<file path="config.mk">
export PLATFORM = sky130hd
export DESIGN_NAME = flash_seq
export DESIGN_NICKNAME = d
export VERILOG_FILES = /design/src/rtl/flash_seq.sv
export SDC_FILE = /design/constraint.sdc
export NUM_CORES = 1
export LEC_CHECK = 0
export ABC_AREA = 1
export CAP_MARGIN = 10
export CORE_UTILIZATION = 50
export DETAILED_ROUTE_END_ITERATION = 10
export PLACE_DENSITY = 0.77
export SYNTH_ARGS = -nofsm -noshare
export SYNTH_HDL_FRONTEND = slang
export SYNTH_SLANG_ARGS = --single-unit
</file>
<file path="constraint.sdc">
create_clock -name clk -period 2.4 [get_ports clk]
set_clock_uncertainty 0.05 [all_clocks]
set_input_delay 0.48 -clock clk [delete_from_list [all_inputs] [get_ports clk]]
set_output_delay 0.48 -clock clk [all_outputs]
set_load 0.02 [all_outputs]
</file>
<file path="src/rtl/flash_seq.sv">
module flash_seq #(
  parameter int CODE_KB    = 4,
  parameter int SECT_BYTES = 1024,
  parameter int PAGE_BYTES = 64,
  localparam int CODE_BYTES = CODE_KB * 1024,
  localparam int AW         = $clog2(CODE_BYTES),
  localparam int NSECT      = CODE_BYTES / SECT_BYTES,
  localparam int PW         = $clog2(PAGE_BYTES)
) (
  input  logic             clk,
  input  logic             rst_n,
  input  logic             cmd_valid,
  input  logic [2:0]       cmd_op,
  input  logic [AW-1:0]    cmd_addr,
  input  logic             cmd_crc_all,
  input  logic             pd_we,
  input  logic [PW-1:0]    pd_idx,
  input  logic [7:0]       pd_data,
  output logic             busy,
  output logic             done,
  output logic             err_busy,
  output logic             err_prot,
  output logic [31:0]      crc_out,
  output logic [NSECT-1:0] prot_map,
  output logic [AW-1:0]    mem_addr,
  output logic             mem_we,
  output logic [7:0]       mem_wdata,
  input  logic [7:0]       mem_rdata
);
  localparam int SHW = $clog2(SECT_BYTES);
  localparam int LW  = AW + 1;
  localparam logic [2:0] OP_ERS = 3'd1, OP_ERP = 3'd2, OP_PRG = 3'd3,
                         OP_CRC = 3'd4, OP_LCK = 3'd5;

  typedef enum logic [2:0] {S_IDLE, S_ERASE, S_PRD, S_PWR, S_CRC, S_TAIL, S_FIN} st_t;

  st_t           st;
  logic [AW-1:0] base;
  logic [LW-1:0] cnt, len;
  logic          rvld;
  logic [31:0]   crc;
  logic [7:0]    pbuf [PAGE_BYTES];

  function automatic logic [31:0] crc_byte(input logic [31:0] c, input logic [7:0] d);
    logic [31:0] r;
    r = c ^ {24'h0, d};
    for (int b = 0; b < 8; b++)
      r = r[0] ? ((r >> 1) ^ 32'hEDB88320) : (r >> 1);
    return r;
  endfunction

  wire op_known  = (cmd_op >= OP_ERS) && (cmd_op <= OP_LCK);
  wire op_modify = (cmd_op == OP_ERS) || (cmd_op == OP_ERP) || (cmd_op == OP_PRG);
  wire locked    = op_modify && prot_map[cmd_addr[AW-1:SHW]];
  wire accept    = cmd_valid && op_known && !busy && !locked;
  wire last      = (cnt == len - LW'(1));

  wire [AW-1:0] sect_base = {cmd_addr[AW-1:SHW], {SHW{1'b0}}};
  wire [AW-1:0] page_base = {cmd_addr[AW-1:PW], {PW{1'b0}}};

  assign busy      = (st != S_IDLE);
  assign mem_addr  = base + cnt[AW-1:0];
  assign mem_we    = (st == S_ERASE) || (st == S_PWR);
  assign mem_wdata = (st == S_PWR) ? (mem_rdata & pbuf[cnt[PW-1:0]]) : 8'hFF;

  always_ff @(posedge clk or negedge rst_n) begin
    if (!rst_n) begin
      st       <= S_IDLE;
      base     <= '0;
      cnt      <= '0;
      len      <= '0;
      rvld     <= 1'b0;
      crc      <= '1;
      crc_out  <= '0;
      done     <= 1'b0;
      err_busy <= 1'b0;
      err_prot <= 1'b0;
      prot_map <= '0;
      for (int i = 0; i < PAGE_BYTES; i++) pbuf[i] <= 8'hFF;
    end else begin
      done <= 1'b0;
      if (pd_we && !busy) pbuf[pd_idx] <= pd_data;

      if (cmd_valid && op_known && busy)             err_busy <= 1'b1;
      if (cmd_valid && op_known && !busy && locked)  err_prot <= 1'b1;

      if (accept) begin
        err_busy <= 1'b0;
        err_prot <= 1'b0;
        cnt      <= '0;
        rvld     <= 1'b0;
        unique case (cmd_op)
          OP_ERS: begin base <= sect_base; len <= LW'(SECT_BYTES); st <= S_ERASE; end
          OP_ERP: begin base <= page_base; len <= LW'(PAGE_BYTES); st <= S_ERASE; end
          OP_PRG: begin base <= page_base; len <= LW'(PAGE_BYTES); st <= S_PRD;   end
          OP_CRC: begin
            base <= cmd_crc_all ? '0 : sect_base;
            len  <= cmd_crc_all ? LW'(CODE_BYTES) : LW'(SECT_BYTES);
            crc  <= '1;
            st   <= S_CRC;
          end
          default: begin
            prot_map[cmd_addr[AW-1:SHW]] <= 1'b1;
            st <= S_FIN;
          end
        endcase
      end else begin
        case (st)
          S_ERASE: begin
            cnt <= cnt + LW'(1);
            if (last) begin st <= S_IDLE; done <= 1'b1; end
          end
          S_PRD: st <= S_PWR;
          S_PWR: begin
            cnt <= cnt + LW'(1);
            if (last) begin st <= S_IDLE; done <= 1'b1; end
            else st <= S_PRD;
          end
          S_CRC: begin
            rvld <= 1'b1;
            if (rvld) crc <= crc_byte(crc, mem_rdata);
            cnt <= cnt + LW'(1);
            if (last) st <= S_TAIL;
          end
          S_TAIL: begin
            crc_out <= ~crc_byte(crc, mem_rdata);
            st      <= S_IDLE;
            done    <= 1'b1;
          end
          S_FIN: begin st <= S_IDLE; done <= 1'b1; end
          default: ;
        endcase
      end
    end
  end
endmodule

</file>
Word level (Yosys, flattened, before mapping) --
Index checks and enable logic that the tools add are counted.
Storage, ports and cells: output and inout bits 61, bits in registers 625, bits of input ports 42
Cells by class: reductions and logical operators 34, muxes and demuxes 44, add/sub/neg operators 3, magnitude comparators 7, bitwise gates (word level) 16, equal/unequal tests 14
Operators with widths (number):
- 512-bit bitwise mux | 1
- 32-bit 2-to-1 mux | 12
- 13-bit NOT with 14-bit output | 8
- 8-bit binary-select mux with 6-bit select | 1
- 8-bit demux with 6-bit select | 1
- 13-bit 2-to-1 mux | 3
- 13-bit case mux with 3 select lines | 1
- 12-bit case mux with 3 select lines | 1
- 8-bit 2-to-1 mux | 4
- 32-bit NOT | 1
- 32-bit by 8-bit XOR with 32-bit output | 1
- 3-bit case mux with 5 select lines | 1
- 7-bit >= comparator (second input constant) | 2
- 6-bit NOT with 7-bit output | 2
- 13-bit by 1-bit adder with 13-bit output (second input constant) | 1
- 13-bit == test | 1
- 13-bit by 1-bit subtractor with 13-bit output (second input constant) | 1
- 12-bit adder | 1
- 3-bit by 2-bit == test with 1-bit output (second input constant) | 4
- 3-bit == test (second input constant) | 4
- 12-bit 2-to-1 mux | 1
- 1-bit logical AND | 10
- 1-bit 2-to-1 mux | 10
- 2-bit nonzero test | 5
- 26 further kinds | 41

Longest topological paths before layout --
word-level depth 20, depth in mapped cells 17

Worst setup path after synthesis --
Ideal clock, no wire load.
path kind register to output, from register cnt[0], to output mem_wdata[6], buffers on the path 4, cell stages (with the launch flop) 16, arrival time 1.896 ns, required time 1.870 ns, slack -0.026 ns, path through dfrtp_1 -> clkbuf_1 -> inv_1 -> buf_2 -> buf_2 -> buf_2 -> nand2_1 -> nand2_1 -> nand2_1 -> a21oi_1 -> nor2_1 -> nand2_1 -> nand3_1 -> nand2_1 -> nand2_1 -> nand2_1
On the way: longest elaborated chain between the ends 6
RTL lines:
- start: declaration | line 39 | logic [LW-1:0] cnt, len;
- start signal: assignment | line 110 | cnt <= cnt + LW'(1);
- start signal: assignment | line 115 | cnt <= cnt + LW'(1);
- start signal: assignment | line 122 | cnt <= cnt + LW'(1);
- 6-bit NOT with 7-bit output (implied by the code) | line 64 | assign mem_wdata = (st == S_PWR) ? (mem_rdata & pbuf[cnt[PW-1:0]]) : 8'hFF;
- 8-bit binary-select mux with 6-bit select | line 64
- 8-bit 2-to-1 mux (implied by the code) (2 in series) | line 64
- 8-bit bitwise AND | line 64
- 8-bit 2-to-1 mux | line 64
- end: declaration | line 27 | output logic [7:0] mem_wdata,
No other way between the ends. The select of a mux whose other input is x is not followed.

Final worst setup path --
from register cnt[0], to output mem_wdata[0]
Same word-level chain as after synthesis.

==> reports/qor.yml <==
status: "finished, violations left"
failed_checks: "setup timing"
layout_setup_ws_ns: -0.844
insertion_delay_ns: 0.61
portBuffers: 96
crit_path_start: "cnt[0]"
cp_data_arrival_time_ns: 2.71
crit_end: "mem_wdata[0]"
clock_path_buffers: 3
path_delay_family: "simple AND/OR/NAND/NOR gates"
rows: 90
layout.nets: 4172
cp-end-kind: "primary output"
cts_tree: "yes"
synth_seq_cells: 609
synthFlopType: "dfstp_2"
boundaryPins: 103
grt-ovfl-total: 0
clock-sinks: 609
path_buf_inv: 4
grt_util_met1_pct: 39.7
place_congestion: 0.914
hold-worst-slack_ns: 0.406
ant_nets: 0
synthToLayoutAreaGrowth_pct: 23.4
worstPathMaxFanout: 7
synth_cell_types: 41
top_usage_layer: "met2"
p_leak_nw: 15.9
dieArea_um2: 62600
drc_errors: 0
slew_viol_final: 0
reg2regPathDepth: 15
syn_area_um2: 30800
drt_iter0_markers: 2918
tightest_slew_ns: 0.578
cap_violations: 0
yosysWarnings: 0
crit_type: "flip-flop to primary output"
synth_edf_count: 0
viasPerCell: 5.59
syn_nets: 3970
reg2reg_from: "cnt[0]"
cts_made_buffers: 68
final.period_utilization_pct: 135
clk_pin_slew_worst_paths_ns: 0.06
use_met3_pct: 4.83
synthCells: 3920
h-tree-depth: 3
fillers: 4897
die_w_um: 250
wl_per_cell_um: 18.7
rsz0062_at_grt: "yes"
p_per_area_nw_per_um2: 1180
startpoint_type: "flip-flop"
max_slew_margin_pct: 61.4
crit_chain: "buf_12, buf_12, buf_16, or2_4, nand3_2, a21oi_1, nor2_1, nand2_1, nand2_2, nand2_2, nand3_4, nand2_2, buf_6"
grt_pass1_wl_mm: 144
initial_core_util_pct: 50.8
peakVddDrop_mv: 0.615
setup_violations: 13
ys_seq_area_share_pct: 51.7
antenna_found_initial: 1
critPathMaxStageDelay_ns: 0.52
rrSetupSlack_ns: 0.07
dp_slack_ns: -0.764
root_buffer: "clkbuf_16"
synth.avg_cell_area_um2: 7.86
die_height_um: 250
drt_wl_total_mm: 92.8
fmax_ghz: 0.308
cpMaxStageDelayCell: "dfrtp_4"
cp_common_cell: "nand2_2"
core_area_um2: 60600
r2r-end: "st[0]"
grt_pass1_vias: 26100
vias: 27700
drive_gt1_share_pct: 30.4
grt_max_degree: 102
cp_data_required_time_ns: 1.87
dp_hpwl_mm: 57.4
global_route.usage.met2_pct: 44.8
cp_num_cells: 13
utilization_pct: 62.7
fin_crit_ns: 3.24
hold_class: "primary input to flip-flop"
drt_pass1_iterations: 6
timing.final.hold_violations: 0
n_antenna_cell: 0
track_usage_pct: 28.9
synthArstFlopShare_pct: 100
-- synthesized netlist by cell type, types with 13 or more instances --
cell type	instances	share of area (%)
dfrtp_1	65	5.3
nor2_1	238	2.9
inv_1	289	3.5
o21ai_0	525	8.5
dfstp_2	544	46
buf_2	38	0.62
buf_1	16	0.20
nand2_2	57	1.2
xnor2_1	14	0.40
or2_2	16	0.33
buf_6	31	1.1
nand2_1	1375	17
clkbuf_1	149	1.8
xor2_1	59	1.7
clkinv_1	13	0.16
nand3_1	262	4.3
a21oi_1	41	0.67
o21ai_1	114	1.9
-- per-layer routing --
metal | part of all wire, % | wire length [µm]
met1 | 41 | 38500
met2 | 47 | 43200
met3 | 7.7 | 7190
met4 | 4.2 | 3880
met5 | 0 | 0
-- through the flow --
step	TNS [ns]	cells	instance area (µm²)	power [mW]
floorplan	0	3920	30800	23.6
global placement	-6.28	4780	34000	30.6
detailed placement	-6.83	4780	34000	30.9
CTS	-7.11	4921	36900	42.5
global route	-8.31	4950	38000	47.1
finish	-7.09	4950	38000	44.8
-- tightest hold or removal path, stage by stage --
cell             delay, ns
clkdlybuf4s50_1       0.41
nand3_1               0.08
nand2_1               0.05
-- flip-flops by register name, summed over array words and instances, names as in the netlist --
| register | flops |
|---|---|
| pbuf | 512 |
| crc | 32 |
| crc_out | 32 |
| cnt | 13 |
| base | 6 |
| prot_map | 4 |
| len | 3 |
| st | 3 |
| done | 1 |
| err_busy | 1 |
| err_prot | 1 |
| rvld | 1 |
-- cell usage in the layout (no fill, tap or decap), drive strengths merged, types with 41 or more instances in the layout --
master,synthesis,layout
inv,293,301
a21oi,41,41
xor2,59,59
dfstp,544,544
o21ai,639,639
clkdlybuf4s50,0,76
nand3,264,264
nor2,239,239
clkbuf,149,119
nand2,1433,1433
dfrtp,65,65
buf,91,275
-- timing repair --
item | in CTS | in global routing
pin swaps | 48 | 107
endpoints found under the hold margin | 24 | 0
endpoints found under the setup margin | 19 | 19
gates cloned | 8 | 17
hold buffers | 1 | 0
gates resized for setup | 222 | 224
setup buffers | 18 | 15
-- report_power, final --
part	switching (mW)	total, mW	leakage (nW)	internal, mW
logic	12.1	20.8	8.47	8.63
registers	1.11	14.0	6.40	12.9
clock network	4.18	10.1	1.04	5.87
-- worst min-delay path by stage --
stage,to,cells past startpoint,slack (ns),start
finish,base[8],3,0.41,cmd_addr[8]
global route,base[6],3,0.43,cmd_addr[6]
CTS,base[8],3,0.39,cmd_addr[8]
detailed placement,pbuf[261],2,0.41,pbuf[261]
global placement,pbuf[496],2,0.41,pbuf[496]
floorplan,base[10],0,0.13,rst_n
-- logic make-up (layout without fill, tap and decap cells) --
logic type | after synthesis | count (layout) | share of synthesized area, %
AO/OA/AOI/OAI | 705 | 705 | 11.7
adder cells (fa/ha/maj) | 8 | 8 | 0.349
AND/OR/NAND/NOR | 1978 | 1978 | 26.5
buffers and inverters | 546 | 794 | 7.65
XOR/XNOR | 74 | 74 | 2.13
flip-flops | 609 | 609 | 51.7
-- area by class of cell --
type / instances / area, µm² / share of cell area [%]
sequential: 609 / 15900 / 41.9
multi-input combinational: 2765 / 13400 / 35.3
timing repair buffer: 371 / 4400 / 11.6
clock buffer: 103 / 1980 / 5.20
inverter: 306 / 1180 / 3.11
tap: 782 / 978 / 2.58
clock inverter: 13 / 126 / 0.333
timing repair inverter: 1 / 8.76 / 0.0231
No activity file was read; power rests on OpenSTA's default activity.
